### config.mk
export PLATFORM = sky130hd
export DESIGN_NAME = fifo_pwm
export DESIGN_NICKNAME = d
export VERILOG_FILES = /design/src/rtl/fpwm_pkg.sv /design/src/rtl/fpwm_sample_fifo.sv /design/src/rtl/fpwm_prescaler.sv /design/src/rtl/fpwm_core.sv /design/src/rtl/fifo_pwm.sv
export SDC_FILE = /design/constraint.sdc
export NUM_CORES = 1
export LEC_CHECK = 0
export CORE_MARGIN = 2
export CORE_UTILIZATION = 59
export DETAILED_ROUTE_END_ITERATION = 16
export PLACE_DENSITY = 0.89
export RECOVER_POWER = 25
export SLEW_MARGIN = 15
export SYNTH_ARGS = -nofsm -noshare
export SYNTH_HDL_FRONTEND = slang
export SYNTH_SLANG_ARGS = --single-unit
### constraint.sdc
create_clock -name clk -period 12.7 [get_ports clk]
set_clock_uncertainty 0.1 [all_clocks]
set_input_delay 2.54 -clock clk [delete_from_list [all_inputs] [get_ports clk]]
set_output_delay 2.54 -clock clk [all_outputs]
set_load 0.02 [all_outputs]
### src/rtl/fpwm_pkg.sv
package fpwm_pkg;
   // word indices of the registers (byte address / 4)
   localparam int unsigned WI_CTRL = 0;
   localparam int unsigned WI_STAT = 1;
   localparam int unsigned WI_SAMP = 3;
   localparam int unsigned WI_PER  = 4;

   // control field positions
   localparam int CB_EN     = 0;
   localparam int CB_REP    = 1;
   localparam int CB_SWR    = 3;
   localparam int CB_DIV    = 4;
   localparam int CB_MODE   = 18;

   // status flag positions
   localparam int SB_FE  = 3;
   localparam int SB_ROV = 4;
   localparam int SB_CMP = 5;
   localparam int SB_FWE = 6;

   localparam logic [31:0] CTRL_KEEP = 32'h0FFF_FFF7;

   typedef enum logic [1:0] {
      OUT_NORMAL = 2'd0,
      OUT_INVERT = 2'd1,
      OUT_HOLD   = 2'd2,
      OUT_HOLD2  = 2'd3
   } out_mode_e;
endpackage

### src/rtl/fpwm_sample_fifo.sv
module fpwm_sample_fifo #(
   parameter int W     = 16,
   parameter int DEPTH = 4,
   localparam int PW   = (DEPTH > 1) ? $clog2(DEPTH) : 1,
   localparam int CW   = $clog2(DEPTH + 1)
) (
   input  logic          clk,
   input  logic          rst_n,
   input  logic          clr,
   input  logic          push,
   input  logic          pop,
   input  logic [W-1:0]  din,
   output logic [W-1:0]  head,
   output logic [CW-1:0] count,
   output logic          empty,
   output logic          full
);
   logic [W-1:0]  mem [DEPTH];
   logic [PW-1:0] wr_ptr, rd_ptr, wr_nxt, rd_nxt;
   logic          do_push, do_pop;

   assign full    = (count == CW'(DEPTH));
   assign empty   = (count == '0);
   assign do_push = push && !full;
   assign do_pop  = pop && !empty;
   assign head    = mem[rd_ptr];

   generate
      if ((DEPTH & (DEPTH - 1)) == 0) begin : g_pow2
         assign wr_nxt = wr_ptr + 1'b1;
         assign rd_nxt = rd_ptr + 1'b1;
      end else begin : g_wrap
         assign wr_nxt = (wr_ptr == PW'(DEPTH - 1)) ? '0 : wr_ptr + 1'b1;
         assign rd_nxt = (rd_ptr == PW'(DEPTH - 1)) ? '0 : rd_ptr + 1'b1;
      end
   endgenerate

   always_ff @(posedge clk) begin
      if (do_push) mem[wr_ptr] <= din;
   end

   always_ff @(posedge clk or negedge rst_n) begin
      if (!rst_n) begin
         wr_ptr <= '0;
         rd_ptr <= '0;
         count  <= '0;
      end else if (clr) begin
         wr_ptr <= '0;
         rd_ptr <= '0;
         count  <= '0;
      end else begin
         if (do_push) wr_ptr <= wr_nxt;
         if (do_pop)  rd_ptr <= rd_nxt;
         count <= count + CW'(do_push) - CW'(do_pop);
      end
   end

   // occupancy never exceeds the depth
   p_no_overflow_r8: assert property (@(posedge clk) disable iff (!rst_n)
      count <= CW'(DEPTH));
   // a push into a full queue without a pop leaves it full, never wraps
   p_full_hold_r9: assert property (@(posedge clk) disable iff (!rst_n)
      full && push && !pop && !clr |=> full);
endmodule

### src/rtl/fpwm_prescaler.sv
module fpwm_prescaler #(
   parameter int PRE_W = 12
) (
   input  logic             clk,
   input  logic             rst_n,
   input  logic             clr,
   input  logic             run,
   input  logic [PRE_W-1:0] div,
   output logic             tick
);
   logic [PRE_W-1:0] acc;

   assign tick = run && (acc == div);

   always_ff @(posedge clk or negedge rst_n) begin
      if (!rst_n)             acc <= '0;
      else if (clr || !run)   acc <= '0;
      else if (tick)          acc <= '0;
      else                    acc <= acc + 1'b1;
   end

   // after a tick the next tick needs div further clocks
   p_tick_gap_r3: assert property (@(posedge clk) disable iff (!rst_n)
      tick && div != '0 |=> (!tick || div == '0));
endmodule

### src/rtl/fpwm_core.sv
module fpwm_core
   import fpwm_pkg::*;
#(
   parameter int DW      = 16,
   parameter int REP_W   = 2,
   parameter bit OUT_REG = 1'b0,
   localparam int RC_W   = (1 << REP_W) - 1
) (
   input  logic             clk,
   input  logic             rst_n,
   input  logic             clr,
   input  logic             en,
   input  logic             tick,
   input  logic [DW-1:0]    period,
   input  logic [REP_W-1:0] rep_sel,
   input  out_mode_e        mode,
   input  logic             fifo_empty,
   input  logic [DW-1:0]    fifo_head,
   output logic             pop,
   output logic             run,
   output logic [DW-1:0]    cur,
   output logic             rov_evt,
   output logic             cmp_evt,
   output logic             fe_evt,
   output logic             pwm_out
);
   localparam logic [DW-1:0] PER_CAP = {{(DW-1){1'b1}}, 1'b0};

   logic            primed;
   logic [DW-1:0]   cnt, peff, last;
   logic [RC_W-1:0] rep, reps_m1;
   logic            at_end, wrap, exhausted, load, below, out_nxt;

   always_comb begin
      reps_m1 = '0;
      for (int i = 0; i < (1 << REP_W); i++) begin
         if (rep_sel == REP_W'(i)) reps_m1 = RC_W'((1 << i) - 1);
      end
   end

   assign peff      = (period > PER_CAP) ? PER_CAP : period;
   assign last      = peff + 1'b1;
   assign run       = en && primed;
   assign at_end    = (cnt >= last);
   assign wrap      = run && tick && at_end;
   assign exhausted = (rep >= reps_m1);
   assign load      = !clr && ((en && !primed) || (wrap && exhausted));
   assign pop       = load && !fifo_empty;
   assign fe_evt    = load && fifo_empty;
   assign rov_evt   = wrap && !clr;
   assign cmp_evt   = run && tick && (cnt == cur) && !clr;
   assign below     = (cnt < cur);

   always_ff @(posedge clk or negedge rst_n) begin
      if (!rst_n) begin
         primed <= 1'b0;
         cnt    <= '0;
         rep    <= '0;
         cur    <= '0;
      end else if (clr) begin
         primed <= 1'b0;
         cnt    <= '0;
         rep    <= '0;
         cur    <= '0;
      end else if (!en) begin
         primed <= 1'b0;
         cnt    <= '0;
         rep    <= '0;
      end else if (!primed) begin
         primed <= 1'b1;
         rep    <= '0;
         if (!fifo_empty) cur <= fifo_head;
      end else if (tick) begin
         if (at_end) begin
            cnt <= '0;
            if (exhausted) begin
               rep <= '0;
               if (!fifo_empty) cur <= fifo_head;
            end else begin
               rep <= rep + 1'b1;
            end
         end else begin
            cnt <= cnt + 1'b1;
         end
      end
   end

   always_comb begin
      unique case (mode)
         OUT_NORMAL: out_nxt = run && below;
         OUT_INVERT: out_nxt = run && !below;
         default:    out_nxt = 1'b0;
      endcase
   end

   generate
      if (OUT_REG) begin : g_out_flop
         always_ff @(posedge clk or negedge rst_n) begin
            if (!rst_n)   pwm_out <= 1'b0;
            else if (clr) pwm_out <= 1'b0;
            else          pwm_out <= out_nxt;
         end
      end else begin : g_out_comb
         assign pwm_out = out_nxt;
      end
   endgenerate

   // the counter restarts from 0 after every wrap
   p_wrap_restart_r2: assert property (@(posedge clk) disable iff (!rst_n)
      rov_evt |=> cnt == '0);
   // running dry keeps the previous sample
   p_hold_sample_r10: assert property (@(posedge clk) disable iff (!rst_n)
      fe_evt |=> cur == $past(cur));
   // a disabled block drops its primed state on the next clock
   p_idle_unprimed_r7: assert property (@(posedge clk) disable iff (!rst_n)
      !en |=> !primed);
endmodule

### src/rtl/fifo_pwm.sv
module fifo_pwm
   import fpwm_pkg::*;
#(
   parameter int ADDR_W     = 5,
   parameter int DW         = 16,
   parameter int DEPTH      = 4,
   parameter int PRE_W      = 12,
   parameter int SWR_CYCLES = 3,
   parameter bit OUT_REG    = 1'b0,
   localparam int CW        = $clog2(DEPTH + 1),
   localparam int SW_W      = $clog2(SWR_CYCLES + 1),
   localparam int WI_W      = ADDR_W - 2
) (
   input  logic              clk,
   input  logic              rst_n,
   input  logic              bus_sel,
   input  logic              bus_wr,
   input  logic [ADDR_W-1:0] bus_addr,
   input  logic [31:0]       bus_wdata,
   output logic [31:0]       bus_rdata,
   output logic              pwm_out
);
   generate
      if (DEPTH < 2 || DEPTH > 7) begin : g_bad_depth
         $error("fifo_pwm: DEPTH must lie in 2..7 to fit the level field");
      end
      if (DW < 2 || DW > 16) begin : g_bad_dw
         $error("fifo_pwm: DW must lie in 2..16");
      end
      if (PRE_W < 1 || PRE_W > 12) begin : g_bad_pre
         $error("fifo_pwm: PRE_W must lie in 1..12");
      end
      if (SWR_CYCLES < 1) begin : g_bad_swr
         $error("fifo_pwm: SWR_CYCLES must be at least 1");
      end
      if (ADDR_W < 5) begin : g_bad_addr
         $error("fifo_pwm: ADDR_W must be at least 5");
      end
   endgenerate

   logic [31:0]     ctrl_q;
   logic [DW-1:0]   period_q;
   logic [SW_W-1:0] swr_cnt;
   logic            busy, acc_ok, wr_ok, swr_go;
   logic [WI_W-1:0] word;
   logic            wr_ctrl, wr_stat, wr_samp, wr_per;
   logic            flag_fwe, flag_cmp, flag_rov, flag_fe;

   logic [DW-1:0]   fifo_head, cur;
   logic [CW-1:0]   fifo_count;
   logic            fifo_empty, fifo_full, pop, run, tick;
   logic            rov_evt, cmp_evt, fe_evt;
   logic            en;
   out_mode_e       mode;

   assign busy    = (swr_cnt != '0);
   assign word    = bus_addr[ADDR_W-1:2];
   assign acc_ok  = bus_sel && (bus_addr[1:0] == 2'b00);
   assign wr_ok   = acc_ok && bus_wr && !busy;
   assign wr_ctrl = wr_ok && (word == WI_W'(WI_CTRL));
   assign wr_stat = wr_ok && (word == WI_W'(WI_STAT));
   assign wr_samp = wr_ok && (word == WI_W'(WI_SAMP));
   assign wr_per  = wr_ok && (word == WI_W'(WI_PER));
   assign swr_go  = wr_ctrl && bus_wdata[CB_SWR];

   assign en   = ctrl_q[CB_EN];
   assign mode = out_mode_e'(ctrl_q[CB_MODE +: 2]);

   // control, period and soft-reset sequencer
   always_ff @(posedge clk or negedge rst_n) begin
      if (!rst_n) begin
         ctrl_q   <= '0;
         period_q <= '0;
         swr_cnt  <= '0;
      end else if (swr_go) begin
         ctrl_q   <= '0;
         period_q <= '0;
         swr_cnt  <= SW_W'(SWR_CYCLES);
      end else if (busy) begin
         swr_cnt  <= swr_cnt - 1'b1;
      end else begin
         if (wr_ctrl) ctrl_q   <= bus_wdata & CTRL_KEEP;
         if (wr_per)  period_q <= bus_wdata[DW-1:0];
      end
   end

   // sticky flags, cleared by writing 1, a new event wins
   always_ff @(posedge clk or negedge rst_n) begin
      if (!rst_n) begin
         flag_fwe <= 1'b0;
         flag_cmp <= 1'b0;
         flag_rov <= 1'b0;
         flag_fe  <= 1'b0;
      end else if (swr_go) begin
         flag_fwe <= 1'b0;
         flag_cmp <= 1'b0;
         flag_rov <= 1'b0;
         flag_fe  <= 1'b0;
      end else begin
         flag_fwe <= (wr_samp && fifo_full) || (flag_fwe && !(wr_stat && bus_wdata[SB_FWE]));
         flag_cmp <= cmp_evt || (flag_cmp && !(wr_stat && bus_wdata[SB_CMP]));
         flag_rov <= rov_evt || (flag_rov && !(wr_stat && bus_wdata[SB_ROV]));
         flag_fe  <= fe_evt  || (flag_fe  && !(wr_stat && bus_wdata[SB_FE]));
      end
   end

   fpwm_sample_fifo #(.W(DW), .DEPTH(DEPTH)) u_fifo (
      .clk   (clk),
      .rst_n (rst_n),
      .clr   (swr_go),
      .push  (wr_samp),
      .pop   (pop),
      .din   (bus_wdata[DW-1:0]),
      .head  (fifo_head),
      .count (fifo_count),
      .empty (fifo_empty),
      .full  (fifo_full)
   );

   fpwm_prescaler #(.PRE_W(PRE_W)) u_pre (
      .clk   (clk),
      .rst_n (rst_n),
      .clr   (swr_go),
      .run   (run),
      .div   (ctrl_q[CB_DIV +: PRE_W]),
      .tick  (tick)
   );

   fpwm_core #(.DW(DW), .REP_W(2), .OUT_REG(OUT_REG)) u_core (
      .clk        (clk),
      .rst_n      (rst_n),
      .clr        (swr_go),
      .en         (en),
      .tick       (tick),
      .period     (period_q),
      .rep_sel    (ctrl_q[CB_REP +: 2]),
      .mode       (mode),
      .fifo_empty (fifo_empty),
      .fifo_head  (fifo_head),
      .pop        (pop),
      .run        (run),
      .cur        (cur),
      .rov_evt    (rov_evt),
      .cmp_evt    (cmp_evt),
      .fe_evt     (fe_evt),
      .pwm_out    (pwm_out)
   );

   // register read mux
   always_comb begin
      bus_rdata = '0;
      if (acc_ok) begin
         case (word)
            WI_W'(WI_CTRL): bus_rdata = ctrl_q | (32'(busy) << CB_SWR);
            WI_W'(WI_STAT): bus_rdata = {25'd0, flag_fwe, flag_cmp, flag_rov,
                                         flag_fe, 3'(fifo_count)};
            WI_W'(WI_SAMP): bus_rdata = en ? 32'(cur) : 32'd0;
            WI_W'(WI_PER):  bus_rdata = 32'(period_q);
            default:        bus_rdata = '0;
         endcase
      end
   end

   // the soft-reset countdown falls by one each busy clock
   p_swr_selfclear_r6: assert property (@(posedge clk) disable iff (!rst_n)
      busy |=> swr_cnt == SW_W'($past(swr_cnt) - 1'b1));
   // a sample write into a full queue raises the write-error flag
   p_fwe_on_full_r9: assert property (@(posedge clk) disable iff (!rst_n)
      wr_samp && fifo_full |=> flag_fwe);
   // writing 1 clears the wrap flag when no wrap happens that clock
   p_w1c_r12: assert property (@(posedge clk) disable iff (!rst_n)
      wr_stat && bus_wdata[SB_ROV] && !rov_evt |=> !flag_rov);
endmodule

==> results of run 1 <==
worst max path at each step:
stage,to,slack (ps),cells after the start
after floorplan,bus_rdata[13],6040,7
after global placement,bus_rdata[8],4100,6
after detailed placement,bus_rdata[8],4030,6
after CTS,bus_rdata[13],3980,6
after global routing,bus_rdata[11],3660,6
final,bus_rdata[13],3800,6
logic make-up (layout without fill, tap and decap cells):
logic type | Yosys count | in the layout | share of synthesized area, %
AOI/OAI and AO/OA | 147 | 147 | 10.1
xor gates and xnor gates | 37 | 37 | 3.63
adders and majority gates | 47 | 47 | 6.67
buffers and inverters | 77 | 134 | 3.63
DFF | 168 | 168 | 50.7
muxes | 49 | 49 | 7.86
other | 1 | 4 | 0.0420
and+or+nand+nor | 328 | 328 | 17.3
area by class of cell:
cell class / instances / area share (%)
clock buffer: 17 / 4.15
tap: 184 / 2.25
clock inverter: 15 / 1.56
multi-input combinational: 612 / 40.0
inverter: 31 / 1.14
timing repair buffer: 71 / 6.73
sequential: 168 / 44.2
state kept, by name, indices dropped and copies added (netlist names):
register,count
u_fifo.mem,64
ctrl_q,27
period_q,16
u_core.cnt,16
u_core.cur,16
u_pre.acc,12
u_core.rep,3
u_fifo.count,3
swr_cnt,2
u_fifo.rd_ptr,2
u_fifo.wr_ptr,2
flag_cmp,1
flag_fe,1
flag_fwe,1
flag_rov,1
u_core.primed,1
through the flow:
stage          hold WS (ps)  setup WS, ps  instances  area, um2  total power, uW
2_1_floorplan           342          6040        857       8940              952
3_3_place_gp            353          4100       1066       9650             1040
3_5_place_dp            362          4030       1066       9650             1070
4_1_cts                 379          3980       1098      10200             1590
5_1_grt                 394          3660       1098      10200             1660
6_report                371          3800       1098      10200             1590
power groups by stage:
stage	sequential (uW)	clock (uW)	combinational (uW)
after floorplan	675	0	277
after global routing	734	543	386
after detailed placement	731	0	334
final	727	519	345
after global placement	728	0	313
after CTS	722	521	344
critical path: stages:
cell,delay (ps)
clkdlybuf4s50_1,1030
nor2b_1,880
and3_1,720
a22oi_1,220
nor2_1,210
clkdlybuf4s50_1,650
cells in the mapped netlist (all sizes together), types with 2 or more instances:
cell	number
a2111oi	2
a21o	8
a21oi	29
a221o	2
a22o	12
a22oi	9
a2bb2oi	2
and2	21
and3	5
and4	5
buf	11
clkbuf	35
dfrtp	104
edfxtp	64
ha	46
inv	31
mux2	9
mux2i	24
mux4	16
nand2	128
nand2b	17
nand3	30
nand4	12
nor2	72
nor2b	8
nor3	12
nor4	8
o211ai	4
o21a	3
o21ai	67
or3	2
or4	3
xnor2	10
xor2	27
per-layer routing:
metal	vias up	track usage, %
li1	3117	-
met1	3250	36.6
met4	0	14.0
met5	-	0
met2	363	46.8
met3	79	6.99
==> impl_metrics.toml, run 1 <==
[cells_and_area]
final_cell_mix = "nand2_1, dfrtp_1, nor2_1, edfxtp_1, o21ai_0"
antenna_cells = 0
final_core_util_pct = 69.9
final_layout_size_suffix_gt1_share_pct = 7.88
multiInputGateArea_um2 = 4090
nNetsFinal = 989
fillers = 999
layout_commonest_cell = "nand2_1"
ff_latch_area_um2 = 4530
syn_to_final_growth_pct = 14.7

[setup_path]
path_class = "in2out"
crit_required_ps = 10060
rrSetupSlack_ps = 6910
cp.arrival_ps = 6260
startpoint = "bus_addr[4]"
reg2reg_to = "u_fifo.count[2]"
timing.rr.start = "period_q[6]"
critPathLaunchType = "primary input"
r2r_cells = 26
path_max_fanout = 23
crit_path_end_kind = "output pin"

[global_routing]
grt_max_degree = 73
grt_pass1_vias = 7023
overflow = 0
grt_pass1_wl_um = 36000
grt_usage_pct = 28.8
antenna_found_initial = 0

[timing]
slew_headroom_pct = -21.1
hold_viol_final = 0
timing.fmax_ghz = 0.112
setup_viol = 0
period_share_pct = 70.1
slew_viol_final = 34
fin_crit_ps = 8900
tns_ps = 0
rsz0062_at_grt = "no"
worstMarginPinSlew_ps = 1820

[synthesis]
ys_async_sr_fraction_pct = 61.9
synth_top_area_share_pct = 29.2
yosysWarnings = 0
syn_area_per_cell_um2 = 10.5
synth-main-ff-cell = "dfrtp_1"
synth_cells = 854
synth_edf_count = 64
post-synth-top-area-cell = "dfrtp_1"
synth_area_leaders = "dfrtp_1, edfxtp_1, ha_1"
syn_area_um2 = 8930
ys_ff_latch = 168
synth_seq_area_share_pct = 50.7
synth_cell_type_count = 57

[floorplan]
core_um2 = 14600
dieHeight_um = 127
ios = 74
start_util_pct = 61.0
rows = 44
die_w_um = 127
fp.dieArea_um2 = 16100

[detailed_routing]
vias = 6809
wl_um = 21900
met3_length_um = 1710
wl_met1_um = 8710
drt-pass1-iter-count = 6
dr_wl_met2_um = 10600
drt_first_iter_violations = 813
viasPerCell = 6.20
detail_route.wl_per_cell_um = 19.9
highest_layer = "met4"
detail-route-antenna-nets = 0
drc_errors = 0

[power]
pwr-share-clk_pct = 32.6
internal-power_uw = 1070
powerDensity_nw_per_um2 = 155
p_leak_uw = 0.00441
swShare_pct = 32.8
comb_power_share_pct = 21.7
sequentialPowerShare_pct = 45.7
p_switching_uw = 523
vdd_drop_max_v = 0.000107

[cts]
root_buffer = "clkbuf_16"
clk_pin_slew_worst_paths_ps = 70
cts_setup_buffers = 0
clock_latency_ps = 430
cts_tree = "done"
postCtsResizedCells = 0
clock_path_buffers = 2
htreeDepth = 4
clock_sinks = 168
cts_made_buffers = 17
ctsHoldBuffers = 0

[job]
maxCapViolCount = 1

[status]
run_status = "complete, but fails checks"
violations = "max-capacitance violations, max-slew violations"

[worst_hold_path]
worstHoldEndpoint = "ctrl_q[25]"
hp-class = "reg2reg"
min_from = "ctrl_q[25]"
worst_hold_path.num_cells = 2

[placed_design]
io_buffer_count = 65
dp_hpwl_um = 14800
routabilityCongestion = 0.902
(Power assumes the default switching activity.)
==> run 2, diff against run 1 <==
- clock period: 12.7 -> 9.2 ns (I/O delays scaled with it)
==> run 2 against run 1 <==
Net effect: the run still ends with max-capacitance violations, max-slew violations left; global-route usage shrank 0.45 points; first-iteration DRC count fell by 4.8%; setup slack got worse by 2100 ps; non-clock buffer count is 1 higher; via count grew 1.4%; flip-flop and latch count did not move; clock-buffer cell count did not move; hold slack gained 3.2 ps; critical path type unchanged; critical endpoint unchanged; largest cell class unchanged; highest routed layer unchanged.
==> impl_metrics.toml, run 2 (same netlist as run 1, synthesis figures left out) <==
[setup_path]
timing.rr.start = "period_q[6]"
cp_cell_sequence = "clkdlybuf4s50_1 -> nor2b_1 -> and3_1 -> a22oi_1 -> nor2_1 -> clkdlybuf4s50_1"
crit_path_end = "bus_rdata[13]"
path_buf_inv = 2
rrSetupSlack_ps = 3370
reg2reg_to = "u_fifo.count[2]"
cp_top_family = "simple AND/OR/NAND/NOR gates"
startpoint = "bus_addr[4]"
r2r_cells = 26
slowest_stage = "clkdlybuf4s50_1"
path_class = "in2out"
crit_required_ps = 7260
worst-path-stages = 6
path_max_fanout = 23
slowest_delay_ps = 1050
crit_path_end_kind = "output pin"
critPathLaunchType = "primary input"
cp_common_cell = "clkdlybuf4s50_1"
cp.arrival_ps = 5610

[cts]
clock_path_buffers = 2
clock_sinks = 168
postCtsResizedCells = 0
htreeDepth = 4
root_buffer = "clkbuf_16"
cts_made_buffers = 17
clock_latency_ps = 430
clk_pin_slew_worst_paths_ps = 70
ctsHoldBuffers = 0
cts_tree = "done"
cts_setup_buffers = 0

[cells_and_area]
design_area_um2 = 10300
fillers = 991
top_register = "u_fifo.mem"
top_regs = "u_fifo.mem: 64 flops, ctrl_q: 27 flops"
layout_commonest_cell = "nand2_1"
final_layout_size_suffix_gt1_share_pct = 7.98
nNetsFinal = 990
largest_reg_flops = 64
syn_to_final_growth_pct = 15.1
ff_latch_area_um2 = 4520
final_cell_mix = "nand2_1, dfrtp_1, nor2_1, edfxtp_1, o21ai_0"
antenna_cells = 0
multiInputGateArea_um2 = 4090

[global_routing]
grt_pass1_wl_um = 35500
grt_pass1_vias = 6844
grt_max_degree = 77
antenna_found_initial = 0
overflow = 0
grt_usage_pct = 28.3

[power]
comb_power_share_pct = 22.6
internal-power_uw = 1470
vdd_drop_max_v = 0.000140
powerDensity_nw_per_um2 = 215
swShare_pct = 33.5
pwr-share-clk_pct = 33.0
p_switching_uw = 739
p_leak_uw = 0.00443
sequentialPowerShare_pct = 44.4

[timing]
slew_viol_final = 30
rsz0062_at_grt = "no"
worstMarginPinSlew_ps = 1560
hold_viol_final = 0
setup_viol = 0
whs_ps = 374
period_share_pct = 82.0
slew_headroom_pct = -4.04
fin_crit_ps = 7550
timing.fmax_ghz = 0.132
tns_ps = 0
setup_ws_ps = 1650

[detailed_routing]
drc_errors = 0
detail_route.wl_per_cell_um = 19.9
viasPerCell = 6.28
vias = 6901
wl_um = 21900
drt-pass1-iter-count = 6
detail-route-antenna-nets = 0
drt_first_iter_violations = 774

[floorplan]
start_util_pct = 61.0
rows = 44
core_um2 = 14600
dieHeight_um = 127
ios = 74
die_w_um = 127
fp.dieArea_um2 = 16100

[placed_design]
io_buffer_count = 65
routabilityCongestion = 0.898
post-place-ws_ps = 1920
place_area_um2 = 9660
dp_hpwl_um = 14500

[worst_hold_path]
hp-class = "reg2reg"
min_from = "ctrl_q[20]"

[status]
run_status = "complete, but fails checks"
violations = "max-capacitance violations, max-slew violations"

[job]
maxCapViolCount = 1
run 2: worst register-to-register path, cell delays in order, from the launching register on:
cell and delay (ps):
dfrtp_1 470, and4_1 270, and4_1 260, nand4_1 210, nor2_1 70, nand2_1 100
and2_1 130, ha_1 190, inv_1 50, nor2_1 330, nand4_1 160, xor2_1 170
ha_1 300, nand4_1 120, nor3_2 250, or4b_4 530, a311oi_2 500, o21ai_2 110
nor2_1 140, ha_1 240, inv_1 60, ha_1 150, inv_1 60, fa_1 370
xor2_1 180, xnor2_1 140, nor2_1 50
run 2: metal layers:
| layer | vias up | global-route usage (%) | part of all wire (%) |
|---|---|---|---|
| met1 | 3337 | 37.6 | 40 |
| met2 | 379 | 46.0 | 49 |
| li1 | 3113 | - | - |
| met3 | 72 | 5.86 | 7.8 |
| met4 | 0 | 12.1 | 3.8 |
| met5 | - | 0 | 0 |
run 2: final cells by class:
type | instances | share of cell area [%]
Clock buffer | 17 | 4.14
Clock inverter | 15 | 1.79
Inverter | 31 | 1.13
Multi-Input combinational cell | 612 | 39.9
Sequential cell | 168 | 44.0
Tap cell | 184 | 2.24
Timing Repair Buffer | 72 | 6.79
run 2: worst min path at each step:
stage,endpoint,slack [ps],depth (start not counted)
2_1_floorplan,ctrl_q[16],340,2
3_3_place_gp,ctrl_q[16],350,2
3_5_place_dp,ctrl_q[20],360,2
4_1_cts,ctrl_q[20],380,2
5_1_grt,ctrl_q[26],410,2
6_report,ctrl_q[20],370,2
run 2: power by group through the flow:
stage / combinational (uW) / clock [uW] / sequential, uW
CTS: 499 / 733 / 973
detailed placement: 483 / 0 / 985
global route: 559 / 766 / 987
global placement: 458 / 0 / 983
finish: 499 / 727 / 979
floorplan: 383 / 0 / 932
run 2: per-stage QoR:
step,total power [uW],util (%),cells
finish,2210,70.1,1099
global route,2310,70.1,1099
CTS,2200,70.1,1099
detailed placement,1470,66.0,1067
global placement,1440,66.0,1067
floorplan,1310,-,857
